--- config.mk ---
export PLATFORM = sky130hd
export DESIGN_NAME = gpu_irq_regs
export DESIGN_NICKNAME = d
export VERILOG_FILES = /design/src/rtl/gpu_irq_pkg.sv /design/src/rtl/gpu_irq_status.sv /design/src/rtl/gpu_irq_mask.sv /design/src/rtl/gpu_irq_pool.sv /design/src/rtl/gpu_irq_regs.sv
export SDC_FILE = /design/constraint.sdc
export NUM_CORES = 1
export LEC_CHECK = 0
export BUFFER_PORTS_ARGS = -buffer_cell sky130_fd_sc_hd__buf_4
export CAP_MARGIN = 20
export CORE_ASPECT_RATIO = 1.75
export CORE_MARGIN = 3
export CORE_UTILIZATION = 45
export CTS_CLUSTER_SIZE = 8
export DETAILED_ROUTE_END_ITERATION = 10
export HOLD_SLACK_MARGIN = 0.1
export MAX_ROUTING_LAYER = met4
export PLACE_DENSITY = 0.79
export SLEW_MARGIN = 20
export SYNTH_ARGS = -nofsm -noshare
export SYNTH_HDL_FRONTEND = slang
export SYNTH_SLANG_ARGS = --single-unit
--- constraint.sdc ---
create_clock -name clk_i -period 1.9 [get_ports clk_i]
set_input_delay 0.19 -clock clk_i [delete_from_list [all_inputs] [get_ports clk_i]]
set_output_delay 0.19 -clock clk_i [all_outputs]
set_load 0.01 [all_outputs]
--- src/rtl/gpu_irq_pkg.sv ---
package gpu_irq_pkg;
  localparam int NUM_SRC   = 3;
  localparam int SRC_FRAME = 0;
  localparam int SRC_FLUSH = 1;
  localparam int SRC_OOM   = 2;

  localparam int unsigned REG_STAT      = 0;
  localparam int unsigned REG_EN_SET    = 1;
  localparam int unsigned REG_EN_CLR    = 2;
  localparam int unsigned REG_POOL_ADDR = 3;
  localparam int unsigned REG_POOL_SIZE = 4;
endpackage

--- src/rtl/gpu_irq_status.sv ---
module gpu_irq_status #(
  parameter int N = 3
) (
  input  logic         clk_i,
  input  logic         rst_ni,
  input  logic [N-1:0] evt_i,
  input  logic [N-1:0] clr_i,
  output logic [N-1:0] stat_o
);
  logic [N-1:0] q;

  for (genvar i = 0; i < N; i++) begin : g_bit
    // event beats acknowledge so no edge is lost
    always_ff @(posedge clk_i or negedge rst_ni) begin
      if (!rst_ni)        q[i] <= 1'b0;
      else if (evt_i[i])  q[i] <= 1'b1;
      else if (clr_i[i])  q[i] <= 1'b0;
    end
  end

  assign stat_o = q;
endmodule

--- src/rtl/gpu_irq_mask.sv ---
module gpu_irq_mask #(
  parameter int N = 3
) (
  input  logic         clk_i,
  input  logic         rst_ni,
  input  logic [N-1:0] set_i,
  input  logic [N-1:0] clr_i,
  output logic [N-1:0] en_o
);
  logic [N-1:0] en_q;

  always_ff @(posedge clk_i or negedge rst_ni) begin
    if (!rst_ni) en_q <= '0;
    else         en_q <= (en_q | set_i) & ~clr_i;
  end

  assign en_o = en_q;
endmodule

--- src/rtl/gpu_irq_pool.sv ---
module gpu_irq_pool #(
  parameter int DATA_W = 32
) (
  input  logic              clk_i,
  input  logic              rst_ni,
  input  logic              addr_we_i,
  input  logic              size_we_i,
  input  logic [DATA_W-1:0] wdata_i,
  input  logic              drain_i,
  output logic [DATA_W-1:0] addr_o,
  output logic [DATA_W-1:0] size_o,
  output logic              empty_o
);
  logic [DATA_W-1:0] addr_q, size_q;

  always_ff @(posedge clk_i or negedge rst_ni) begin
    if (!rst_ni)        addr_q <= '0;
    else if (addr_we_i) addr_q <= wdata_i;
  end

  // fresh pool from software outranks the engine's drain
  always_ff @(posedge clk_i or negedge rst_ni) begin
    if (!rst_ni)        size_q <= '0;
    else if (size_we_i) size_q <= wdata_i;
    else if (drain_i)   size_q <= '0;
  end

  assign addr_o  = addr_q;
  assign size_o  = size_q;
  assign empty_o = (size_q == '0);
endmodule

--- src/rtl/gpu_irq_regs.sv ---
module gpu_irq_regs
  import gpu_irq_pkg::*;
#(
  parameter int DATA_W = 32,
  parameter int ADDR_W = 3
) (
  input  logic              clk_i,
  input  logic              rst_ni,
  input  logic              wr_en_i,
  input  logic [ADDR_W-1:0] addr_i,
  input  logic [DATA_W-1:0] wdata_i,
  output logic [DATA_W-1:0] rdata_o,
  input  logic              frame_done_i,
  input  logic              flush_done_i,
  input  logic              pool_drain_i,
  output logic [DATA_W-1:0] pool_addr_o,
  output logic [DATA_W-1:0] pool_size_o,
  output logic              irq_o
);
  localparam int PAD_W = DATA_W - NUM_SRC;

  logic              wr_stat, wr_set, wr_clr, wr_paddr, wr_psize;
  logic [NUM_SRC-1:0] evt, stat_q, en_q, wsrc;
  logic              pool_empty;
  logic [DATA_W-1:0] paddr_q, psize_q, rdata_d, rdata_q;

  assign wsrc     = wdata_i[NUM_SRC-1:0];
  assign wr_stat  = wr_en_i && (addr_i == ADDR_W'(REG_STAT));
  assign wr_set   = wr_en_i && (addr_i == ADDR_W'(REG_EN_SET));
  assign wr_clr   = wr_en_i && (addr_i == ADDR_W'(REG_EN_CLR));
  assign wr_paddr = wr_en_i && (addr_i == ADDR_W'(REG_POOL_ADDR));
  assign wr_psize = wr_en_i && (addr_i == ADDR_W'(REG_POOL_SIZE));

  always_comb begin
    evt            = '0;
    evt[SRC_FRAME] = frame_done_i;
    evt[SRC_FLUSH] = flush_done_i;
    evt[SRC_OOM]   = pool_empty;
  end

  gpu_irq_status #(.N(NUM_SRC)) u_status (
    .clk_i  (clk_i),
    .rst_ni (rst_ni),
    .evt_i  (evt),
    .clr_i  (wr_stat ? wsrc : '0),
    .stat_o (stat_q)
  );

  gpu_irq_mask #(.N(NUM_SRC)) u_mask (
    .clk_i  (clk_i),
    .rst_ni (rst_ni),
    .set_i  (wr_set ? wsrc : '0),
    .clr_i  (wr_clr ? wsrc : '0),
    .en_o   (en_q)
  );

  gpu_irq_pool #(.DATA_W(DATA_W)) u_pool (
    .clk_i     (clk_i),
    .rst_ni    (rst_ni),
    .addr_we_i (wr_paddr),
    .size_we_i (wr_psize),
    .wdata_i   (wdata_i),
    .drain_i   (pool_drain_i),
    .addr_o    (paddr_q),
    .size_o    (psize_q),
    .empty_o   (pool_empty)
  );

  always_comb begin
    rdata_d = '0;
    if (addr_i == ADDR_W'(REG_STAT))
      rdata_d = {{PAD_W{1'b0}}, stat_q};
    else if (addr_i == ADDR_W'(REG_EN_SET) || addr_i == ADDR_W'(REG_EN_CLR))
      rdata_d = {{PAD_W{1'b0}}, en_q};
    else if (addr_i == ADDR_W'(REG_POOL_ADDR))
      rdata_d = paddr_q;
    else if (addr_i == ADDR_W'(REG_POOL_SIZE))
      rdata_d = psize_q;
  end

  always_ff @(posedge clk_i or negedge rst_ni) begin
    if (!rst_ni) rdata_q <= '0;
    else         rdata_q <= rdata_d;
  end

  assign rdata_o     = rdata_q;
  assign pool_addr_o = paddr_q;
  assign pool_size_o = psize_q;
  assign irq_o       = |(stat_q & en_q);
endmodule

Word-level counts from Yosys, hierarchy flattened
Cells that the tools add are included.
{ "word_totals": {"regBits": 102, "latch_bits": 0, "mem_bits_rw": 0, "mem_bits_ro": 0, "input_bits": 41, "out_inout_bits": 97, "elab_cells": 43, "n_memories": 0} }
{ "classes": {"addsub": 0, "n_mul": 0, "div_mod_pow": 0, "magnitude_cmp": 0, "eq_ne": 4, "shift": 0, "mux": 15, "bitwise_logic": 4, "n_reduce_logical": 13} }
{ "ops": {"columns": ["cell", "n"], "rows": [
  ["2-to-1 mux 32 bit", 6],
  ["logical NOT 32 bit", 1],
  ["2-to-1 mux 3 bit", 3],
  ["nonzero test 2 bit", 4],
  ["AND 3 bit", 2],
  ["equality test 3 x 2 -> 1 bit, second input constant", 2],
  ["2-to-1 mux 1 bit", 6],
  ["logical AND 1 bit", 5],
  ["equality test 3 x 1 -> 1 bit, second input constant", 1],
  ["equality test 3 bit, second input constant", 1],
  ["logical NOT 3 bit", 1],
  ["NOT 3 bit", 1],
  ["OR 3 bit", 1],
  ["OR reduction 3 bit", 1],
  ["logical OR 1 bit", 1]
]} }

Depth between registers and ports, before layout
Gate-level depths: netlist (run 1).
{ "depth": {"word_depth": 5, "depth_mapped": 6, "depth_no_buf": 3} }

Cells and area by module
A second synthesis (run 1) with hierarchy kept.
{ "hier_totals": {"hier_cells": 272, "hier_area_um2": 4186.5} }
{ "modules_own_cells": {"columns": ["module", "instances", "cells_per_inst", "area_each_um2", "seq_area_each_um2"], "rows": [
  ["gpu_irq_pool", 1, 151, 2572.5, 1601.5],
  ["gpu_irq_regs", 1, 106, 1400.1, 800.8],
  ["gpu_irq_status", 1, 9, 108.9, 75.1],
  ["gpu_irq_mask", 1, 6, 105.1, 75.1]
]} }

Least setup slack after synthesis (run 1)
Ideal clock, no wire load.
{ "synth_path": {"path_type": "input -> register", "start": "in addr_i[1]", "end": "reg u_pool.addr_q[10] (netlist: u_pool.addr_o[10])", "setup_ns": 0.125, "arrival_ns": 1.156, "t_required_ns": 1.775, "slack_ns": 0.619, "path_stages": 5, "n_path_buf": 2, "path_cell_list": "buf_2 -> and3b_1 -> nand2_2 -> buf_6 -> mux2_4"} }
{ "synth_between": {"elab_chain_cells": 2} }
{ "synth_lines": {"columns": ["element", "line", "source"], "rows": [
  ["start: declaration", "gpu_irq_regs.sv:10", "input logic [ADDR_W-1:0] addr_i,"],
  ["equality test 3 x 2 -> 1 bit", "gpu_irq_regs.sv:31", "assign wr_paddr = wr_en_i && (addr_i == ADDR_W'(REG_POOL_ADDR));"],
  ["logical AND 1 bit", "gpu_irq_regs.sv:31", null],
  ["end signal: assignment", "gpu_irq_pool.sv:18", "else if (addr_we_i) addr_q <= wdata_i;"],
  ["end: declaration", "gpu_irq_pool.sv:14", "logic [DATA_W-1:0] addr_q, size_q;"]
]} }
Every way passes these cells.
A chain may end at the register's enable or synchronous reset.

Final worst setup path (run 1)
{ "layout_path": {"start": "reg u_status.q[1] (netlist: u_status.stat_o[1])", "end": "out irq_o"} }
{ "layout_between": {"elab_chain_cells": 2} }
{ "layout_lines": {"columns": ["element", "line", "source"], "rows": [
  ["start: declaration", "gpu_irq_status.sv:10", "logic [N-1:0] q;"],
  ["start signal: indexed assignment", "gpu_irq_status.sv:15", "if (!rst_ni) q[i] <= 1'b0;"],
  ["start signal: indexed assignment", "gpu_irq_status.sv:16", "else if (evt_i[i]) q[i] <= 1'b1;"],
  ["start signal: indexed assignment", "gpu_irq_status.sv:17", "else if (clr_i[i]) q[i] <= 1'b0;"],
  ["AND 3 bit", "gpu_irq_regs.sv:89", "assign irq_o = |(stat_q & en_q);"],
  ["OR reduction 3 bit", "gpu_irq_regs.sv:89", null],
  ["end: declaration", "gpu_irq_regs.sv:18", "output logic irq_o"]
]} }
Every way passes these cells.

==> qor.csv, run 1 <==
metric,value,unit
synth-edff-count,0,
syn_avg_cell_area,12.8,um2
synth_ff_type,dfrtp_1,
cp.required,1710,ps
syn_to_final_growth,41.4,%
pwr-share-seq,47.8,%
antenna_cells,0,
drive_above_1_share,39.6,%
synth_area,4250,um2
antenna_found_initial,0,
num_vias,3318,
postRouteAntennaNets,0,
startpoint_type,register,
clock_latency,340,ps
die-area,10700,um2
drtIter0Drc,153,
max_freq,0.653,GHz
initial_core_util,46.5,%
finClkSkew,4.67,ps
synthCells,333,
setup_tns,0,ps
p_int,4.06,mW
rsz0062_at_grt,false,
design.portCount,138,
p_sw_share,25.1,%
grt_pass1_wl,17.6,mm
p_comb_share,19.4,%
cts_htree_levels,3,
synth_common_cells,"dfrtp_1 (102), o21ai_0 (41), nand2_1 (38), nand2b_1 (32), mux2_4 (30)",
grt_pass1_vias,3376,
fin_crit_sh,80.5,%
synth_top_area_share,60.0,%
rows,46,
hp-class,in -> reg,
wl,11.2,mm
ctsResizeCount,0,
vias_per_cell,5.33,
final_util,65.7,%
end_kind,output pin,
wl_per_cell,18.0,um
globalRouteOverflowTotal,0,
drv_slew,0,
outcome,"complete, no violations",
port_buffers,137,
dpl.hpwl,7.73,mm
setup_viol,0,
crit_arrival,1340,ps
hold_buffers,32,
die_w,79.5,um
finalWeightedCongestion,0.839,
synth.most_common_cell,dfrtp_1,
core_area,9150,um2
p_clk_share,32.8,%
yosysTopAreaCell,dfrtp_1,
first_pass_iters,4,
ys_seq_area_share,60.0,%
hold_viol_final,0,
fin_crit,1530,ps
slew-limit-headroom,67.7,%
power_switching,1.36,mW
path_class,reg -> out,
drc,0,
final_nets,540,
syn_nets,374,
p_per_area,902,nW/um2
worst_pin_slew,485,ps
cts_sinks,102,
drv_cap,0,
post_cts_buffers,0,
root_buffer,clkbuf_16,
cts_max_path_buffers,2,
fp.dieH,135,um
synth-seq-cells,102,
clk_pin_slew,60,ps
cts_buffers,9,
synth-async-reset-ratio,100,%
leakagePower,2.97,nW
ir_worst_vdd,0.000670,V
synth_warnings,0,
cts_tree,done,
track_usage,22.0,%
crit_fanout,3,
ys_top_cells_by_area,"dfrtp_1 (60%), mux2_4 (11%), a22o_1 (6.0%)",
grt_max_degree,49,
synth_cell_types,26,
## through the flow
stage	area [um2]	std cells	setup slack (ps)	power, mW	hold slack, ps
after floorplan	4250	333	619	3.04	-106
after global placement	5400	576	445	3.59	185
after detailed placement	5400	576	416	3.62	188
after CTS	6010	623	344	5.46	110
after global routing	6010	623	307	5.65	119
final	6010	623	370	5.42	113
## worst paths after layout
check                              startpoint                 end  slack [ps]  depth (start not counted)
max in group asynchronous              rst_ni         rdata_o[15]         890                          3
setup reg to reg            u_pool.size_o[30]  u_status.stat_o[2]         590                          3
hold reg to reg            u_status.stat_o[0]  u_status.stat_o[0]         510                          1
setup / recovery           u_status.stat_o[1]               irq_o         370                          3
hold / removal                     wdata_i[2]    u_pool.size_o[2]         110                          3
min in group asynchronous              rst_ni    u_pool.addr_o[8]         380                          2
## registers in the layout, indices dropped and copies added (netlist names)
signal / flops
rdata_o: 32
u_mask.en_o: 3
u_pool.addr_o: 32
u_pool.size_o: 32
u_status.stat_o: 3
## power groups by stage
stage | Sequential, mW | Combinational, mW | Clock (mW)
final | 2.60 | 1.05 | 1.78
after global routing | 2.62 | 1.12 | 1.91
after CTS | 2.59 | 1.06 | 1.82
after detailed placement | 2.62 | 1.00 | 0
after global placement | 2.62 | 0.972 | 0
after floorplan | 2.68 | 0.369 | 0
## critical path, stage by stage (launching register included)
cell and delay [ps]:
dfrtp_1 410, a222oi_1 370, inv_1 70, buf_4 150
## routing by layer
layer | routed length (um) | global-route usage, % | up-vias | part of all wire, %
met5 | 0 | - | - | 0
met3 | 468 | 4.01 | 33 | 4.2
met4 | 374 | 10.2 | 0 | 3.3
met2 | 6190 | 37.4 | 130 | 55
met1 | 4160 | 24.7 | 1648 | 37
li1 | - | - | 1507 | -
## layout by cell type (no fill, tap or decap), types with 8 or more instances in the layout
cell	instances
a22o_1	29
mux2_4	30
clkbuf_16	9
nand2_1	38
dlygate4sd3_1	32
buf_4	145
nand2b_1	32
dfrtp_1	102
o21ai_0	41
nor4_1	8
## area by class of cell
class,instances,area (um2)
repair buffers,178,1430
flip-flops and latches,102,2550
clock buffers,11,243
clock inverters,4,47.5
well taps,120,150
inverters,1,3.75
fillers,653,3140
multi-input cells,207,1590
## cell families after synthesis
family | Yosys count | synth area share, %
flip-flops | 102 | 60.0
AND/OR/NAND/NOR | 89 | 11.4
AO/OA/AOI/OAI | 77 | 12.0
multiplexers | 41 | 13.3
buffers and inverters | 24 | 3.15
No activity file was read; power rests on OpenSTA's default activity.
==> run 2: changes to the inputs <==
ABC_AREA = 1   (was not set)
PLACE_DENSITY = 0.83   (was 0.79)
clock period = 1.39 ns   (was 1.9 ns; I/O delays follow)
==> run 2 against run 1 <==
Clock power is 39% higher. Critical path depth rose by 3. Utilization up 2.2 points. Routed wire length rose by 7.8%. Die area shrank 3.7%. Area after synthesis shrank 3.9%. Largest cell class unchanged. Largest power group unchanged.
==> qor.csv, run 2 <==
metric,value,unit
cts_sinks,102,
fp.dieH,132,um
drv_cap,0,
final_cells,753,
post_cts_buffers,0,
r2r_start,u_pool.size_o[17],
design.portCount,138,
synth_common_cells,"nand2_1 (151), dfrtp_1 (102), o21ai_0 (62), inv_1 (45), nand3_1 (33)",
final_util,67.9,%
synth-async-reset-ratio,100,%
cts_tree,done,
dpl.cell_count,702,
drive_above_1_share,26.4,%
r2r_cells,5,
crit_fanout,30,
min-delay-start,pool_drain_i,
hp-class,in -> reg,
end_kind,register,
root_buffer,clkbuf_16,
grt_pass1_wl,19.6,mm
hold_slack,141,ps
synth_warnings,0,
max_freq,0.786,GHz
wl,12.1,mm
r2r-end,u_status.stat_o[2],
worst_pin_slew,423,ps
hold_viol_final,0,
fillCellCount,691,
setup_tns,0,ps
ys_seq_area_share,62.5,%
rsz0062_at_grt,false,
finalWeightedCongestion,0.910,
drv_slew,0,
grt_pass1_vias,3997,
multi_input_area,1270,um2
track_usage,25.1,%
fin_crit,1270,ps
antenna_cells,0,
fin_ws,118,ps
fin_crit_sh,91.5,%
seqCellArea,2550,um2
final_cell_mix,"nand2_1 (151), buf_4 (143), dfrtp_1 (102)",
cts_buffers,9,
synth-seq-cells,102,
syn_avg_cell_area,8.90,um2
critPathLaunch,wr_en_i,
startpoint_type,primary input,
outcome,"complete, no violations",
finClkSkew,3.95,ps
drc,0,
layout_commonest_cell,nand2_1,
vias_per_cell,5.16,
synth_ff_type,dfrtp_1,
reg2reg_slack,320,ps
clk_pin_slew,70,ps
pre_cts_slack,156,ps
first_pass_iters,6,
slew-limit-headroom,71.8,%
clock_latency,340,ps
ys_top_cells_by_area,"dfrtp_1 (63%), nand2_1 (14%), o21ai_0 (7.6%)",
cts_max_path_buffers,2,
globalRouteOverflowTotal,0,
leakagePower,3.09,nW
path_class,in -> reg,
synth.most_common_cell,nand2_1,
synth_top_area_share,62.5,%
antenna_found_initial,0,
wl_per_cell,16.0,um
dpl.hpwl,8.31,mm
cts_htree_levels,3,
yosysTopAreaCell,dfrtp_1,
synth_cell_types,18,
min_delay_worst_endpoint,u_pool.size_o[1],
grt_max_degree,45,
initial_core_util,46.5,%
rows,45,
drtIter0Drc,297,
p_per_area,1210,nW/um2
die_w,78.0,um
crit_arrival,1530,ps
syn_to_final_growth,46.0,%
port_buffers,137,
setup_viol,0,
die-area,10300,um2
ir_worst_vdd,0.000800,V
core_area,8780,um2
syn_nets,500,
num_vias,3884,
synthCells,459,
synth_area,4080,um2
postRouteAntennaNets,0,
final_nets,673,
synth-edff-count,0,
cp.required,1640,ps
hold_depth,3,
run 2: cell types whose count changed in the layout (fill, tap and decap cells not counted), moves of 24 or more:
cell / delta
nand2_1: +113
inv_1: +44
nand2b_1: -32
nor2_1: +24
mux2_4: -30
nand3_1: +33
a22o_1: -29
run 2: logic make-up (layout without fill, tap and decap cells):
group | after synthesis | in the layout | share of synthesized area, %
compound gates | 72 | 72 | 9.19
buf+inv | 68 | 245 | 6.68
flops | 102 | 102 | 62.5
simple gates | 217 | 217 | 21.6
run 2: worst max-delay path by stage:
stage,endpoint,cells after the start,slack (ps)
2_1_floorplan,u_pool.size_o[11],5,400
6_report,u_pool.size_o[18],6,120
5_1_grt,u_pool.size_o[18],7,10
4_1_cts,u_pool.size_o[3],6,90
3_3_place_gp,u_pool.size_o[13],6,230
3_5_place_dp,u_pool.size_o[19],6,160
run 2: area by class of cell:
type	count	share of cell area [%]
clock buffers	10	4.01
clock inverters	5	0.839
inverters	46	2.90
multi-input cells	289	21.3
flip-flops and latches	102	42.8
well taps	117	2.45
repair buffers	184	25.7
run 2: power by group:
part	internal (mW)	leakage [nW]	switching (mW)
Sequential	3.25	1.34	0.224
Clock	1.42	0.148	1.05
Combinational	0.626	1.60	0.650
Total	5.30	3.09	1.92
run 2: critical path, cell delays in order:
cell	delay (ps)
dlygate4sd3_1	550
buf_4	170
inv_1	200
o21bai_4	120
buf_12	170
o21ai_0	180
run 2: per-layer routing:
metal	global-route usage [%]	part of all wire (%)	wire length, um	up-vias
met4	15.2	4.6	554	0
met1	27.7	37	4410	1876
met2	42.8	54	6520	179
met5	-	0	0	-
li1	-	-	-	1788
met3	2.60	4.9	588	41
run 2: metrics by stage:
stage / area, um2 / total power [mW]
global placement: 5310 / 4.67
detailed placement: 5310 / 4.72
CTS: 5960 / 7.25
global route: 5960 / 7.54
finish: 5960 / 7.22
floorplan: 4080 / 3.95
run 2: timing repair:
action                                  CTS  global route
resized for setup                         0             1
hold endpoints to repair                115             0
endpoints found under the setup margin    0             7
hold buffers                             36             0
